## src/rtl/mvgen_pkg.sv

```systemverilog
package mvgen_pkg;

    // Piece kind stored in the low three bits of a cell
    typedef enum logic [2:0] {
        K_EMPTY  = 3'd0,
        K_PAWN   = 3'd1,
        K_ROOK   = 3'd2,
        K_KNIGHT = 3'd3,
        K_BISHOP = 3'd4,
        K_QUEEN  = 3'd5,
        K_KING   = 3'd6,
        K_EDGE   = 3'd7
    } kind_e;

    // One board cell: side bit above the kind
    typedef struct packed {
        logic  black;
        kind_e kind;
    } cell_t;

    typedef enum logic [1:0] {
        S_IDLE = 2'd0,
        S_STEP = 2'd1,
        S_EMIT = 2'd2,
        S_FIN  = 2'd3
    } seq_state_e;

    localparam int OFF_W = 7;  // signed offset width, covers +-(2*SIDE+1)

endpackage

```

## src/rtl/mvgen_board.sv

```systemverilog
module mvgen_board #(
    parameter int CELLS = 144,
    parameter int IDX_W = 8
) (
    input  logic                 clk,
    input  logic                 wr_en,
    input  logic [IDX_W-1:0]     wr_idx,
    input  mvgen_pkg::cell_t     wr_cell,
    input  logic [IDX_W-1:0]     rd_idx,
    output mvgen_pkg::cell_t     rd_cell
);
    import mvgen_pkg::*;

    // Cell storage has no reset: position survives a sequencer reset
    logic [3:0] cells_q [CELLS];

    always_ff @(posedge clk) begin
        if (wr_en && (32'(wr_idx) < CELLS)) begin
            cells_q[wr_idx] <= wr_cell;
        end
    end

    // Indices beyond the grid read as boundary
    always_comb begin
        if (32'(rd_idx) < CELLS) begin
            rd_cell = cell_t'(cells_q[rd_idx]);
        end else begin
            rd_cell = cell_t'({1'b0, K_EDGE});
        end
    end

endmodule

```

## src/rtl/mvgen_dirtab.sv

```systemverilog
module mvgen_dirtab #(
    parameter int SIDE = 12
) (
    input  mvgen_pkg::kind_e                kind,
    input  logic                            black,
    input  logic [2:0]                      dir,
    output logic signed [mvgen_pkg::OFF_W-1:0] off,
    output logic [3:0]                      count
);
    import mvgen_pkg::*;

    // Eight ray offsets: orthogonal first, then diagonal
    function automatic int ray_off(input logic [2:0] d);
        case (d)
            3'd0:    return 1;
            3'd1:    return -1;
            3'd2:    return SIDE;
            3'd3:    return -SIDE;
            3'd4:    return SIDE - 1;
            3'd5:    return -(SIDE - 1);
            3'd6:    return SIDE + 1;
            default: return -(SIDE + 1);
        endcase
    endfunction

    // Knight jumps: one row two columns, or two rows one column
    function automatic int jump_off(input logic [2:0] d);
        case (d)
            3'd0:    return SIDE - 2;
            3'd1:    return -(SIDE - 2);
            3'd2:    return SIDE + 2;
            3'd3:    return -(SIDE + 2);
            3'd4:    return 2 * SIDE - 1;
            3'd5:    return -(2 * SIDE - 1);
            3'd6:    return 2 * SIDE + 1;
            default: return -(2 * SIDE + 1);
        endcase
    endfunction

    // Pawn: slot 0 push, slots 1 and 2 diagonal captures
    function automatic int pawn_off(input logic [2:0] d, input logic blk);
        int fwd;
        fwd = blk ? SIDE : -SIDE;
        case (d)
            3'd0:    return fwd;
            3'd1:    return fwd - 1;
            default: return fwd + 1;
        endcase
    endfunction

    int off_i;

    always_comb begin
        off_i = 0;
        count = 4'd0;
        unique case (kind)
            K_PAWN:   begin off_i = pawn_off(dir, black); count = 4'd3; end
            K_ROOK:   begin off_i = ray_off(dir);          count = 4'd4; end
            K_BISHOP: begin off_i = ray_off(dir + 3'd4);   count = 4'd4; end
            K_KNIGHT: begin off_i = jump_off(dir);         count = 4'd8; end
            K_QUEEN,
            K_KING:   begin off_i = ray_off(dir);          count = 4'd8; end
            default:  begin off_i = 0;                     count = 4'd0; end
        endcase
        off = OFF_W'(off_i);
    end

endmodule

```

## src/rtl/mvgen_seq.sv

```systemverilog
module mvgen_seq #(
    parameter int SIDE   = 12,
    parameter int BORDER = 2,
    parameter int RANKS  = 8,
    parameter int IDX_W  = 8
) (
    input  logic                    clk,
    input  logic                    rst,
    input  logic                    start,
    input  logic [IDX_W-1:0]        start_idx,
    output logic [IDX_W-1:0]        rd_idx,
    input  mvgen_pkg::cell_t        rd_cell,
    output mvgen_pkg::kind_e        dir_kind,
    output logic                    dir_black,
    output logic [2:0]              dir_idx,
    input  logic signed [mvgen_pkg::OFF_W-1:0] dir_off,
    input  logic [3:0]              dir_cnt,
    output logic                    mv_valid,
    input  logic                    mv_ready,
    output logic [IDX_W-1:0]        mv_src,
    output logic [IDX_W-1:0]        mv_dst,
    output logic                    mv_capture,
    output logic                    done
);
    import mvgen_pkg::*;

    localparam int WHITE_HOME = BORDER + RANKS - 2;
    localparam int BLACK_HOME = BORDER + 1;
    localparam logic [IDX_W-1:0] W_LO = IDX_W'(WHITE_HOME * SIDE);
    localparam logic [IDX_W-1:0] W_HI = IDX_W'((WHITE_HOME + 1) * SIDE);
    localparam logic [IDX_W-1:0] B_LO = IDX_W'(BLACK_HOME * SIDE);
    localparam logic [IDX_W-1:0] B_HI = IDX_W'((BLACK_HOME + 1) * SIDE);

    seq_state_e       state_q, state_d;
    logic [IDX_W-1:0] src_q, src_d;
    logic [IDX_W-1:0] cur_q, cur_d;
    logic [IDX_W-1:0] dst_q, dst_d;
    kind_e            kind_q, kind_d;
    logic             black_q, black_d;
    logic [2:0]       dir_q, dir_d;
    logic             hop_q, hop_d;
    logic             cap_q, cap_d;
    logic             cont_q, cont_d;

    // Probe of one target cell
    logic [IDX_W-1:0] off_ext;
    logic [IDX_W-1:0] step_dst;
    logic             t_empty, t_edge, t_enemy;
    logic             emit_c, cap_c, cont_c;
    logic             on_home, last_dir;

    assign off_ext  = {{(IDX_W-OFF_W){dir_off[OFF_W-1]}}, dir_off};
    assign step_dst = cur_q + off_ext;
    assign t_empty  = (rd_cell.kind == K_EMPTY);
    assign t_edge   = (rd_cell.kind == K_EDGE);
    assign t_enemy  = !t_empty && !t_edge && (rd_cell.black != black_q);
    assign on_home  = black_q ? (src_q >= B_LO && src_q < B_HI)
                              : (src_q >= W_LO && src_q < W_HI);
    assign last_dir = (dir_q == 3'(dir_cnt - 4'd1));

    always_comb begin
        emit_c = 1'b0;
        cap_c  = 1'b0;
        cont_c = 1'b0;
        unique case (kind_q)
            K_PAWN: begin
                if (dir_q == 3'd0) begin
                    emit_c = t_empty;
                    cont_c = t_empty && !hop_q && on_home;
                end else begin
                    emit_c = t_enemy;
                    cap_c  = t_enemy;
                end
            end
            K_ROOK, K_BISHOP, K_QUEEN: begin
                emit_c = t_empty || t_enemy;
                cap_c  = t_enemy;
                cont_c = t_empty;
            end
            K_KNIGHT, K_KING: begin
                emit_c = t_empty || t_enemy;
                cap_c  = t_enemy;
            end
            default: begin
                emit_c = 1'b0;
            end
        endcase
    end

    // State register
    always_ff @(posedge clk) begin
        if (rst) begin
            state_q <= S_IDLE;
        end else begin
            state_q <= state_d;
        end
    end

    // Walk registers: meaningful only outside IDLE
    always_ff @(posedge clk) begin
        src_q   <= src_d;
        cur_q   <= cur_d;
        dst_q   <= dst_d;
        kind_q  <= kind_d;
        black_q <= black_d;
        dir_q   <= dir_d;
        hop_q   <= hop_d;
        cap_q   <= cap_d;
        cont_q  <= cont_d;
    end

    // Next-state and walk update
    always_comb begin
        state_d = state_q;
        src_d   = src_q;
        cur_d   = cur_q;
        dst_d   = dst_q;
        kind_d  = kind_q;
        black_d = black_q;
        dir_d   = dir_q;
        hop_d   = hop_q;
        cap_d   = cap_q;
        cont_d  = cont_q;
        unique case (state_q)
            S_IDLE: begin
                if (start) begin
                    src_d   = start_idx;
                    cur_d   = start_idx;
                    kind_d  = rd_cell.kind;
                    black_d = rd_cell.black;
                    dir_d   = 3'd0;
                    hop_d   = 1'b0;
                    state_d = (t_empty || t_edge) ? S_FIN : S_STEP;
                end
            end
            S_STEP: begin
                if (emit_c) begin
                    dst_d   = step_dst;
                    cap_d   = cap_c;
                    cont_d  = cont_c;
                    state_d = S_EMIT;
                end else if (last_dir) begin
                    state_d = S_FIN;
                end else begin
                    dir_d   = dir_q + 3'd1;
                    cur_d   = src_q;
                    hop_d   = 1'b0;
                    state_d = S_STEP;
                end
            end
            S_EMIT: begin
                if (mv_ready) begin
                    if (cont_q) begin
                        cur_d   = dst_q;
                        hop_d   = 1'b1;
                        state_d = S_STEP;
                    end else if (last_dir) begin
                        state_d = S_FIN;
                    end else begin
                        dir_d   = dir_q + 3'd1;
                        cur_d   = src_q;
                        hop_d   = 1'b0;
                        state_d = S_STEP;
                    end
                end
            end
            S_FIN: begin
                state_d = S_IDLE;
            end
            default: begin
                state_d = S_IDLE;
            end
        endcase
    end

    // Outputs
    always_comb begin
        mv_valid   = (state_q == S_EMIT);
        done       = (state_q == S_FIN);
        mv_src     = src_q;
        mv_dst     = dst_q;
        mv_capture = cap_q;
        dir_kind   = kind_q;
        dir_black  = black_q;
        dir_idx    = dir_q;
        unique case (state_q)
            S_IDLE:  rd_idx = start_idx;
            S_EMIT:  rd_idx = dst_q;
            default: rd_idx = step_dst;
        endcase
    end

    AST_STALL_HOLD: assert property (@(posedge clk) disable iff (rst)
        (mv_valid && !mv_ready) |=> (mv_valid && $stable(mv_src) && $stable(mv_dst) && $stable(mv_capture)));
    AST_DONE_PULSE: assert property (@(posedge clk) disable iff (rst)
        done |=> !done);
    AST_VOID_START: assert property (@(posedge clk) disable iff (rst)
        (state_q == S_IDLE && start && (rd_cell.kind == K_EMPTY || rd_cell.kind == K_EDGE)) |=> (done && !mv_valid));
    AST_NO_EDGE_DST: assert property (@(posedge clk) disable iff (rst)
        mv_valid |-> (rd_cell.kind != K_EDGE));
    AST_CAPTURE_FLAG: assert property (@(posedge clk) disable iff (rst)
        mv_valid |-> (mv_capture == (rd_cell.kind != K_EMPTY)));
    AST_CAPTURE_ENEMY: assert property (@(posedge clk) disable iff (rst)
        (mv_valid && mv_capture) |-> (rd_cell.black != black_q));

endmodule

```

## src/rtl/piece_move_gen.sv

```systemverilog
module piece_move_gen #(
    parameter int RANKS  = 8,
    parameter int BORDER = 2,
    localparam int SIDE  = RANKS + 2 * BORDER,
    localparam int CELLS = SIDE * SIDE,
    localparam int IDX_W = $clog2(CELLS)
) (
    input  logic             clk,
    input  logic             rst,
    input  logic             wr_en,
    input  logic [IDX_W-1:0] wr_idx,
    input  logic [3:0]       wr_cell,
    input  logic             start,
    input  logic [IDX_W-1:0] start_idx,
    output logic             mv_valid,
    input  logic             mv_ready,
    output logic [IDX_W-1:0] mv_src,
    output logic [IDX_W-1:0] mv_dst,
    output logic             mv_capture,
    output logic             done
);
    import mvgen_pkg::*;

    logic [IDX_W-1:0]         rd_idx;
    cell_t                    rd_cell;
    kind_e                    dir_kind;
    logic                     dir_black;
    logic [2:0]               dir_idx;
    logic signed [OFF_W-1:0]  dir_off;
    logic [3:0]               dir_cnt;

    mvgen_board #(.CELLS(CELLS), .IDX_W(IDX_W)) u_board (
        .clk     (clk),
        .wr_en   (wr_en),
        .wr_idx  (wr_idx),
        .wr_cell (cell_t'(wr_cell)),
        .rd_idx  (rd_idx),
        .rd_cell (rd_cell)
    );

    mvgen_dirtab #(.SIDE(SIDE)) u_dirtab (
        .kind  (dir_kind),
        .black (dir_black),
        .dir   (dir_idx),
        .off   (dir_off),
        .count (dir_cnt)
    );

    mvgen_seq #(.SIDE(SIDE), .BORDER(BORDER), .RANKS(RANKS), .IDX_W(IDX_W)) u_seq (
        .clk        (clk),
        .rst        (rst),
        .start      (start),
        .start_idx  (start_idx),
        .rd_idx     (rd_idx),
        .rd_cell    (rd_cell),
        .dir_kind   (dir_kind),
        .dir_black  (dir_black),
        .dir_idx    (dir_idx),
        .dir_off    (dir_off),
        .dir_cnt    (dir_cnt),
        .mv_valid   (mv_valid),
        .mv_ready   (mv_ready),
        .mv_src     (mv_src),
        .mv_dst     (mv_dst),
        .mv_capture (mv_capture),
        .done       (done)
    );

endmodule

```

## config.mk

```make
export PLATFORM = sky130hd
export DESIGN_NAME = piece_move_gen
export DESIGN_NICKNAME = d
export VERILOG_FILES = /design/src/rtl/mvgen_pkg.sv /design/src/rtl/mvgen_board.sv /design/src/rtl/mvgen_dirtab.sv /design/src/rtl/mvgen_seq.sv /design/src/rtl/piece_move_gen.sv
export SDC_FILE = /design/constraint.sdc
export NUM_CORES = 1
export LEC_CHECK = 0
export BUFFER_PORTS_ARGS = -buffer_cell sky130_fd_sc_hd__clkbuf_2
export CAP_MARGIN = 30
export CORE_UTILIZATION = 57
export DETAILED_ROUTE_END_ITERATION = 12
export GPL_TIMING_DRIVEN = 0
export MAX_ROUTING_LAYER = met4
export PLACE_DENSITY_LB_ADDON = 0.2
export RECOVER_POWER = 50
export SYNTH_ARGS = -nofsm -noshare
export SYNTH_HDL_FRONTEND = slang
export SYNTH_HIERARCHICAL = 1
export SYNTH_SLANG_ARGS = --single-unit
```

## constraint.sdc

```tcl
create_clock -name clk -period 5.7 [get_ports clk]
set_input_delay 0.57 -clock clk [delete_from_list [all_inputs] [get_ports clk]]
set_output_delay 0.57 -clock clk [all_outputs]
set_load 0.05 [all_outputs]
```

Word level (Yosys, flattened, before mapping):

Memories as Yosys holds them, arrays and structs flattened.
Cells that the tools add are included.

* register bits after elaboration: 36
* memories: 1
* output and inout bits: 19
* bits of input ports: 25
* RAM bits: 576

* add/subtract/negate cells: 6
* eq/ne operators: 28
* reduce and logical (&&, ||, !) cells: 27
* magnitude comparators: 6
* multiplexer cells: 43

Memory list
* u_board.cells_q: depth 144, width 4, rd ports 1, clocked after Yosys merged registers in 0, wr ports 1, RTL line mvgen_board.sv:15 `logic [3:0] cells_q [CELLS];`

Operators with widths (count)
* $pmux W7 S7: 3
* $mux W8: 5
* $eq A3 B3 Y1 const B: 10
* $pmux W7 S4: 1
* $pmux W8 S3: 1
* $eq A3 B2 Y1 const B: 6
* $pmux W3 S3: 2
* $lt A8 B8 Y1 const B: 2
* $pmux W8 S2: 1
* $mux W3: 5
* $pmux W7 S2: 1
* $mux W2: 6
* $mux W1: 11
* $eq A3 B1 Y1 const B: 3
* $logic_not A3 Y1: 3
* $reduce_or A3 Y1: 3
* $add A8 B8 Y8: 1
* $ge A8 B6 Y1 const B: 1
* $ge A8 B7 Y1 const B: 1
* $lt A8 B6 Y1 const B: 1
* $lt A8 B7 Y1 const B: 1
* $pmux W2 S4: 1
* $add A7 B2 Y7 const B: 1
* $logic_and A1 B1 Y1: 7
* 23 further kinds: 33

Longest topological paths before layout:

Gate-level depths: netlist of run 1.

* depth in word-level cells: 16
* mapped depth: 26
* gate-level depth less buffers: 22

Hierarchy:

The synthesis of run 1 kept the hierarchy.

Modules (own cells, without submodules)
* mvgen_board: area an instance 23199.8 um^2, cells each 1233, times used 1
* mvgen_seq: area an instance 2220.9 um^2, cells each 215, times used 1
* mvgen_dirtab: area an instance 452.9 um^2, cells each 75, times used 1

Worst setup path after synthesis of run 1:

OpenSTA, ideal clock, no wires.

* kind: reg2reg
* from: reg u_seq.kind_q[1], in the netlist u_seq/dir_kind[1]
* to: reg u_seq.dir_q[0], in the netlist u_seq/dir_idx[0] (enable)
* required time: 5.329 ns
* path buffers: 6
* setup time: 0.371 ns
* slack: 0.372 ns
* clock period less this slack: 5.328 ns
* cell stages (with the launch flop): 25
* arrival time: 4.957 ns
* path through: edfxtp_1 -> buf_2 -> buf_2 -> a21oi_1 -> o21ai_0 -> a222oi_1 -> ha_1 -> inv_1 -> fa_1 -> o21ai_0 -> buf_6 -> buf_6 -> buf_6 -> buf_2 -> mux2i_1 -> nand3_1 -> a41oi_1 -> o21ai_0 -> a211oi_1 -> nor3_1 -> nor3_1 -> nor2_1 -> nand4_1 -> a21boi_1 -> nor4_1

RTL lines
* start: declaration: RTL line mvgen_seq.sv:38 `kind_e kind_q, kind_d;`
* start signal: assignment: RTL line mvgen_seq.sv:104 `kind_q <= kind_d;`
* end signal: assignment: RTL line mvgen_seq.sv:106 `dir_q <= dir_d;`
* end: declaration: RTL line mvgen_seq.sv:40 `logic [2:0] dir_q, dir_d;`

==> qor.yml, run 1 <==
cells_and_area:
  layout_commonest_cell: "edfxtp_1"
  area_growth_pct: 16.12
  fin_util_pct: 67.48
  fin_nets: 1722
  drive_above_1_share_pct: 24.29
  layout_common_cells: "610 x edfxtp_1, 176 x nor2_1, 112 x mux4_2, 99 x mux2i_1, 66 x nand2_1"
sta:
  hold_viol_final: 0
  layout_min_cycle_time_ns: 5.738
  fmax_mhz: 174.3
  period_share_pct: 100.7
  slew_viol_final: 588
  setup_viol: 16
  fin_setup_tns_ns: -0.3914
  worst_pin_slew_ns: 3.863
  finClkSkew_ns: 0.02756
  rsz0062_at_grt: "true"
  slew_headroom_pct: -157.5
  fin_ws_ns: -0.03779
global_route:
  grt_usage_pct: 31.05
  grt-busiest-layer: "met2"
  grt_pass1_wl_mm: 99.46
  grt-ovfl-total: 0
  grt_pass1_vias: 14750
  grt_max_degree: 90
  use_met2_pct: 46.45
  antenna_found_initial: 5
  gr-usage-met1_pct: 42.03
  met3_usage_pct: 6.681
drt:
  vias_per_cell: 6.553
  routed_wl_mm: 68.65
  wl_per_cell_um: 29.56
  drc: 0
  num_vias: 15220
  ant_nets: 0
  firstDrtPassIters: 6
  drtIter0Drc: 2036
clock_tree:
  cts_tree: "yes"
  clk_pin_slew_ns: 0.06
  clk_latency_ns: 0.62
  numCtsBuffers: 59
  hold_buffers: 0
  cts.path.max_buffers: 3
  clkSinkCount: 612
  htreeDepth: 2
  cts_root_buf: "clkbuf_16"
power_and_ir_drop:
  p_per_area_nw_per_um2: 683.0
  p_comb_share_pct: 54.1
  internal-power_mw: 12.56
  pwr-share-clk_pct: 20.0
  power.share.sequential_pct: 25.9
  p_sw_share_pct: 38.75
  net-switching-power_mw: 7.949
  p_leak_nw: 9.836
  ir_drop_mv: 0.3622
status:
  status: "finished with violations"
  violations: "max-capacitance violations, max-slew violations, negative setup slack"
die:
  die-width_um: 215.0
  dieArea_um2: 46230
  initial_core_util_pct: 58.11
  rows: 77
  placeableCoreArea_um2: 44510
  io_pins: 44
  die_height_um: 215.0
job:
  maxCapViolCount: 8
placed_design:
  dp_slack_ns: -1.837
  io_buffers: 43
  place_congestion: 0.9188
  dpl.hpwl_mm: 45.27
setup_path:
  worstSetupEndpointType: "flop"
  endpoint: "u_seq/cur_q[6]"
  ff2ff_path_depth: 23
  regToRegEndpoint: "u_seq/cur_q[6]"
  crit_path_start_kind: "flop"
  cp_data_arrival_time_ns: 6.05
  reg2reg_from: "u_seq/dir_kind[1]"
  worst_ep_required_time_ns: 6.01
  crit_type: "flop to flop"
  reg2reg_slack_ns: -0.04
  cp_max_fo: 10
  crit_start: "u_seq/dir_kind[1]"
worst_hold_path:
  hp-class: "input pin to flop"
synthesis:
  netlist_area_um2: 25860
  ys_warn_count: 6
  syn-mean-instance-area_um2: 17.00
  syn-num-nets: 1563
  syn_inst: 1521
-- area by class of cell --
| type | count | area (um^2) |
|---|---|---|
| flip-flops and latches | 612 | 18360 |
| fillers | 2945 | 14480 |
| multi-input cells | 805 | 7258 |
| clock buffers | 74 | 1533 |
| plain buffers | 81 | 872.1 |
| well taps | 592 | 740.7 |
| repair buffers | 101 | 699.4 |
| clock inverters | 32 | 485.5 |
| inverters | 20 | 75.07 |
| diodes | 5 | 12.51 |
-- worst max-delay path, cell delays in order (launching register included) --
cell      delay [ns]
edfxtp_1        0.44
buf_6           0.16
a22o_1          0.22
a222oi_1        0.67
ha_2            0.35
inv_2           0.05
fa_2            0.37
nor2b_1         0.19
o31a_1          0.18
a21oi_1         0.06
nand2_1         0.09
nand2_2         0.15
buf_6           0.21
nor3_2          0.43
nand3_1         0.18
nand4_1         0.25
a211oi_2        0.08
nor3_4          0.35
and3_1          0.23
nor2_2          0.04
nand4_1         0.19
nand3_2         0.13
a21oi_2         0.20
buf_6           0.18
-- layer usage --
metal | routed length [um] | vias to the layer above | part of all wire, %
li1 | - | 6320 | -
met4 | 2771 | 0 | 4.0
met1 | 25720 | 7785 | 37
met2 | 32340 | 934 | 47
met3 | 7822 | 176 | 11
met5 | 0 | - | 0
-- power groups by stage --
stage | sequential (mW) | clock [mW] | combinational, mW
floorplan | 5.50 | 0 | 5.77
global placement | 5.42 | 0 | 8.66
detailed placement | 5.41 | 0 | 8.80
CTS | 5.30 | 4.14 | 10.4
global route | 5.33 | 4.30 | 11.5
finish | 5.31 | 4.11 | 11.1
-- worst min path at each step --
stage	startpoint	endpoint	slack [ns]	depth (start not counted)
2_1_floorplan	u_seq/state_q[0]	u_seq/state_q[0]	0.52	2
3_3_place_gp	u_seq/state_q[0]	u_seq/state_q[0]	0.54	2
3_5_place_dp	u_seq/state_q[0]	u_seq/state_q[0]	0.56	2
4_1_cts	rst	u_seq/state_q[0]	0.15	2
5_1_grt	rst	u_seq/state_q[0]	0.17	2
6_report	rst	u_seq/state_q[0]	0.17	2
-- state kept, by name, indices dropped and copies added (netlist names), 2 cells and up --
name,count
u_board/cells_q,576
u_seq/cur_q,8
u_seq/dir_idx,3
u_seq/dir_kind,3
u_seq/mv_dst,8
u_seq/mv_src,8
u_seq/state_q,2
-- metrics by stage --
step / instance area [um^2] / cells / hold WS (ns) / power (mW)
3_5_place_dp: 26970 / 2164 / 0.5643 / 14.21
6_report: 30030 / 2322 / 0.1657 / 20.51
4_1_cts: 29840 / 2297 / 0.1495 / 19.89
3_3_place_gp: 26820 / 2156 / 0.5439 / 14.08
2_1_floorplan: 25860 / 1521 / 0.5175 / 11.28
5_1_grt: 30030 / 2322 / 0.1703 / 21.09
-- repair_timing --
item                                    CTS  global route
setup buffers                            30            20
resized for setup                       148            39
pin swaps                                21            26
endpoints found under the setup margin   30            25
cloned                                    1             1
hold endpoints to repair                  0             0
Power figures use the tool's default switching activity.
==> inputs of run 2 (changes only) <==
- CELL_PAD_IN_SITES_DETAIL_PLACEMENT: unset -> 1
- CELL_PAD_IN_SITES_GLOBAL_PLACEMENT: unset -> 1
- CORE_UTILIZATION: 57 -> 49
==> qor.yml, run 2 (synthesis results as in run 1) <==
placed_design:
  dp_slack_ns: -2.096
  dp.cells: 2251
  io_buffers: 43
  dpl.hpwl_mm: 50.55
  place_congestion: 0.8883
status:
  violations: "max-capacitance violations, max-slew violations, negative setup slack"
  status: "finished with violations"
die:
  placeableCoreArea_um2: 51720
  die_height_um: 231.7
  rows: 83
  dieArea_um2: 53710
  initial_core_util_pct: 50.01
  die-width_um: 231.7
  io_pins: 44
clock_tree:
  htreeDepth: 3
  clk_latency_ns: 0.60
  cts_root_buf: "clkbuf_16"
  clkSinkCount: 612
  numCtsBuffers: 67
  cts_tree: "yes"
  cts.path.max_buffers: 3
  hold_buffers: 0
  clk_pin_slew_ns: 0.06
cells_and_area:
  layout_commonest_cell: "edfxtp_1"
  layout.cells.non_filler: 2399
  layout_common_cells: "610 x edfxtp_1, 174 x nor2_1, 112 x mux4_2, 100 x mux2i_1, 71 x clkbuf_16"
  multi_input_area_um2: 7330
  area_growth_pct: 16.57
  fin_nets: 1714
  regArea_um2: 18360
  largest_reg_flops: 576
  nFillCells: 4648
  antenna_cells: 0
  drive_above_1_share_pct: 24.14
  top_register: "u_board/cells_q"
global_route:
  grt_pass1_wl_mm: 111.3
  met3_usage_pct: 6.078
  antenna_found_initial: 0
  grt-ovfl-total: 0
  grt_max_degree: 145
  gr-usage-met1_pct: 40.15
  grt_pass1_vias: 15810
  use_met2_pct: 47.49
  grt_usage_pct: 30.26
  grt-busiest-layer: "met2"
job:
  maxCapViolCount: 6
sta:
  hold-worst-slack_ns: 0.1674
  rsz0062_at_grt: "true"
  layout_min_cycle_time_ns: 5.781
  fmax_mhz: 173.0
  finClkSkew_ns: 0.01238
  hold_viol_final: 0
  setup_viol: 20
  slew_viol_final: 584
  fin_setup_tns_ns: -1.108
  period_share_pct: 101.4
  worst_pin_slew_ns: 3.163
  slew_headroom_pct: -110.9
  fin_ws_ns: -0.08142
worst_hold_path:
  min_from: "rst"
  hp-class: "input pin to flop"
setup_path:
  reg2reg_from: "u_seq/dir_kind[2]"
  cp_max_fo: 10
  worst_ep_required_time_ns: 6.02
  worstSetupEndpointType: "flop"
  crit_type: "flop to flop"
  crit_start: "u_seq/dir_kind[2]"
  crit_path_start_kind: "flop"
  cp_data_arrival_time_ns: 6.10
drt:
  drtIter0Drc: 1695
  ant_nets: 0
  drc: 0
  vias_per_cell: 6.303
  num_vias: 15120
  routed_wl_mm: 76.96
  wl_per_cell_um: 32.08
  firstDrtPassIters: 5
run 2: path summary, 6_finish.rpt:
| check | endpoint | slack (ns) | depth (start not counted) |
|---|---|---|---|
| max | u_seq/cur_q[0] | -0.08 | 24 |
| min | u_seq/state_q[0] | 0.17 | 2 |
| max reg2reg | u_seq/cur_q[0] | -0.08 | 24 |
| min reg2reg | u_seq/state_q[0] | 0.59 | 2 |
run 2: what timing repair did:
action	4_1_cts	5_1_grt
resized for setup	161	45
buffers inserted	27	9
pin swaps	25	17
gates cloned	1	0
endpoints found under the hold margin	0	0
setup endpoints to repair	30	25
run 2: metal layers:
layer	wire, um	part of all wire (%)	vias to the layer above
li1	-	-	6294
met1	30970	40	7998
met2	37290	48	694
met3	6339	8.2	135
met4	2360	3.1	0
met5	0	0	-
run 2: layout make-up:
type,instances,share of cell area (%)
clock buffer,87,6.092
buffer,81,2.909
inverter,20,0.2490
clock inverter,29,0.8590
timing repair buffer,85,1.872
sequential,612,60.89
tap,680,2.822
multi-input combinational,805,24.31
run 2: worst max-delay path, cell delays in order (launching register included):
cell and delay, ns:
edfxtp_1 0.47, buf_4 0.22, a21oi_2 0.12, o21ai_1 0.09
a222oi_1 0.49, ha_2 0.33, inv_2 0.05, fa_2 0.46
o21ai_4 0.27, buf_12 0.17, buf_12 0.18, buf_12 0.20
nor2_4 0.04, buf_4 0.19, a22oi_1 0.28, nand3_1 0.21
o2111ai_4 0.18, a41oi_4 0.09, nor3_4 0.37, and3_4 0.27
nor2_4 0.03, nand4_1 0.20, nand3_2 0.16, a21oi_4 0.21
buf_6 0.16
run 2: metrics by stage:
step,utilization [%],area [um^2]
after floorplan,-,25860
after global placement,52.07,26930
after detailed placement,52.30,27050
after CTS,58.04,30020
after global routing,58.30,30150
final,58.30,30150
Power of run 2 is left out: the tool's default activity adds up to more than one toggle a clock period on the data nets, which glitch-free logic cannot reach.
==> inputs of run 3 (changes only) <==
- CORE_UTILIZATION: 49 -> 41
- PLACE_DENSITY: unset -> 0.71
- PLACE_DENSITY_LB_ADDON: 0.2 -> unset
==> qor.yml, run 3 (synthesis results as in run 1) <==
clock_tree:
  hold_buffers: 0
  cts_tree: "yes"
  cts_root_buf: "clkbuf_16"
  clk_latency_ns: 0.63
  htreeDepth: 3
  clkSinkCount: 612
  cts.path.max_buffers: 3
  numCtsBuffers: 67
  clk_pin_slew_ns: 0.06
placed_design:
  place_congestion: 0.9515
  dpl.hpwl_mm: 49.22
  io_buffers: 43
  dp.cells: 2406
sta:
  fin_ws_ns: -0.1273
  finClkSkew_ns: 0.03786
  worst_pin_slew_ns: 5.310
  setup_viol: 24
  slew_headroom_pct: -254.0
  layout_min_cycle_time_ns: 5.827
  rsz0062_at_grt: "true"
  fin_setup_tns_ns: -1.999
  hold_viol_final: 0
  slew_viol_final: 584
  fmax_mhz: 171.6
  period_share_pct: 102.2
cells_and_area:
  nFillCells: 5860
  fin_nets: 1733
  fin_util_pct: 49.41
  layout_commonest_cell: "edfxtp_1"
  area_growth_pct: 18.55
  antenna_cells: 0
  top_register: "u_board/cells_q"
  layout.cells.non_filler: 2578
  largest_reg_flops: 576
  multi_input_area_um2: 7457
  drive_above_1_share_pct: 25.96
  regArea_um2: 18360
  layout_common_cells: "610 x edfxtp_1, 172 x nor2_1, 112 x mux4_2, 92 x mux2i_1, 69 x clkbuf_16"
setup_path:
  crit_type: "flop to flop"
  cp_num_buf_inv: 6
  cpMostUsedCell: "buf_6"
  worstSetupEndpointType: "flop"
  max_stage_delay_ns: 0.74
  worst_ep_required_time_ns: 6.02
  cp_data_arrival_time_ns: 6.14
  slowest_stage: "a222oi_1"
  reg2reg_from: "u_seq/dir_idx[1]"
  ff2ff_path_depth: 23
  cp_max_fo: 7
  crit_path_start_kind: "flop"
  critical_path.cell_chain: "buf_6 -> a22o_1 -> a222oi_1 -> ha_2 -> inv_2 -> fa_2 -> xnor2_2 -> nand2_1 -> nand2_1 -> buf_6 -> buf_12 -> mux4_2 -> mux4_2 -> nand2_2 -> o2111ai_4 -> a31oi_4 -> a211oi_4 -> buf_6 -> and3_4 -> nor2_4 -> nand4_1 -> a21boi_4 -> buf_6"
  regToRegEndpoint: "u_seq/mv_dst[1]"
  crit_family: "compound AO/OA/AOI/OAI gates"
  reg2reg_slack_ns: -0.13
die:
  die_height_um: 253.2
  die-width_um: 253.2
  initial_core_util_pct: 41.68
  io_pins: 44
  rows: 91
  dieArea_um2: 64090
  placeableCoreArea_um2: 62050
global_route:
  grt_pass1_wl_mm: 109.3
  grt-ovfl-total: 0
  grt_max_degree: 145
  antenna_found_initial: 0
  grt_pass1_vias: 15710
  grt_usage_pct: 24.77
worst_hold_path:
  hold_depth: 2
  hp-class: "input pin to flop"
  whs_endpoint: "u_seq/state_q[0]"
  min_from: "rst"
drt:
  met3WireLength_mm: 6.349
  ant_nets: 0
  drc: 0
  firstDrtPassIters: 5
  wl_per_cell_um: 29.46
  wl_met1_mm: 30.94
  drtIter0Drc: 1698
  dr.max_layer_used: "met4"
  routed_wl_mm: 75.95
  wl_met2_mm: 35.86
  num_vias: 15400
  vias_per_cell: 5.974
status:
  violations: "max-capacitance violations, max-slew violations, negative setup slack"
  status: "finished with violations"
job:
  maxCapViolCount: 6
run 3: layer usage:
layer / global-route usage, % / up-vias
li1: - / 6347
met1: 33.23 / 8114
met2: 37.97 / 774
met3: 4.276 / 167
met4: 9.264 / 0
met5: - / -
run 3: repair_timing:
item | in CTS | in global routing
buffers inserted | 34 | 24
endpoints found under the setup margin | 30 | 25
pin swaps | 22 | 24
gates cloned | 2 | 1
gates resized for setup | 164 | 67
run 3: how the worst max path moves through the flow:
stage                            startpoint          endpoint  depth (start not counted)
after floorplan           u_seq/dir_kind[1]  u_seq/dir_idx[0]                         24
after global routing       u_seq/dir_idx[1]   u_seq/mv_dst[1]                         23
after global placement    u_seq/dir_kind[1]  u_seq/dir_idx[2]                         25
final                      u_seq/dir_idx[1]   u_seq/mv_dst[1]                         23
after CTS                  u_seq/dir_idx[1]   u_seq/mv_dst[1]                         24
after detailed placement  u_seq/dir_kind[1]    u_seq/cur_q[0]                         25
run 3: per-stage QoR:
step           setup slack, ns  hold WS (ns)  area (um^2)
4_1_cts                -0.1006        0.1067        30290
3_3_place_gp            -2.148        0.5490        27130
2_1_floorplan           0.3716        0.5175        25860
5_1_grt                -0.2283        0.1140        30660
6_report               -0.1273        0.1295        30660
3_5_place_dp            -1.979        0.5711        27220
run 3: cell type report:
| class | instances | area share [%] |
|---|---|---|
| clock buffers | 79 | 5.684 |
| repair buffers | 104 | 2.379 |
| clock inverters | 40 | 1.212 |
| inverters | 20 | 0.2448 |
| well taps | 837 | 3.415 |
| flip-flops and latches | 612 | 59.87 |
| multi-input cells | 805 | 24.32 |
| plain buffers | 81 | 2.873 |
Power of run 3 is left out for the same reason.
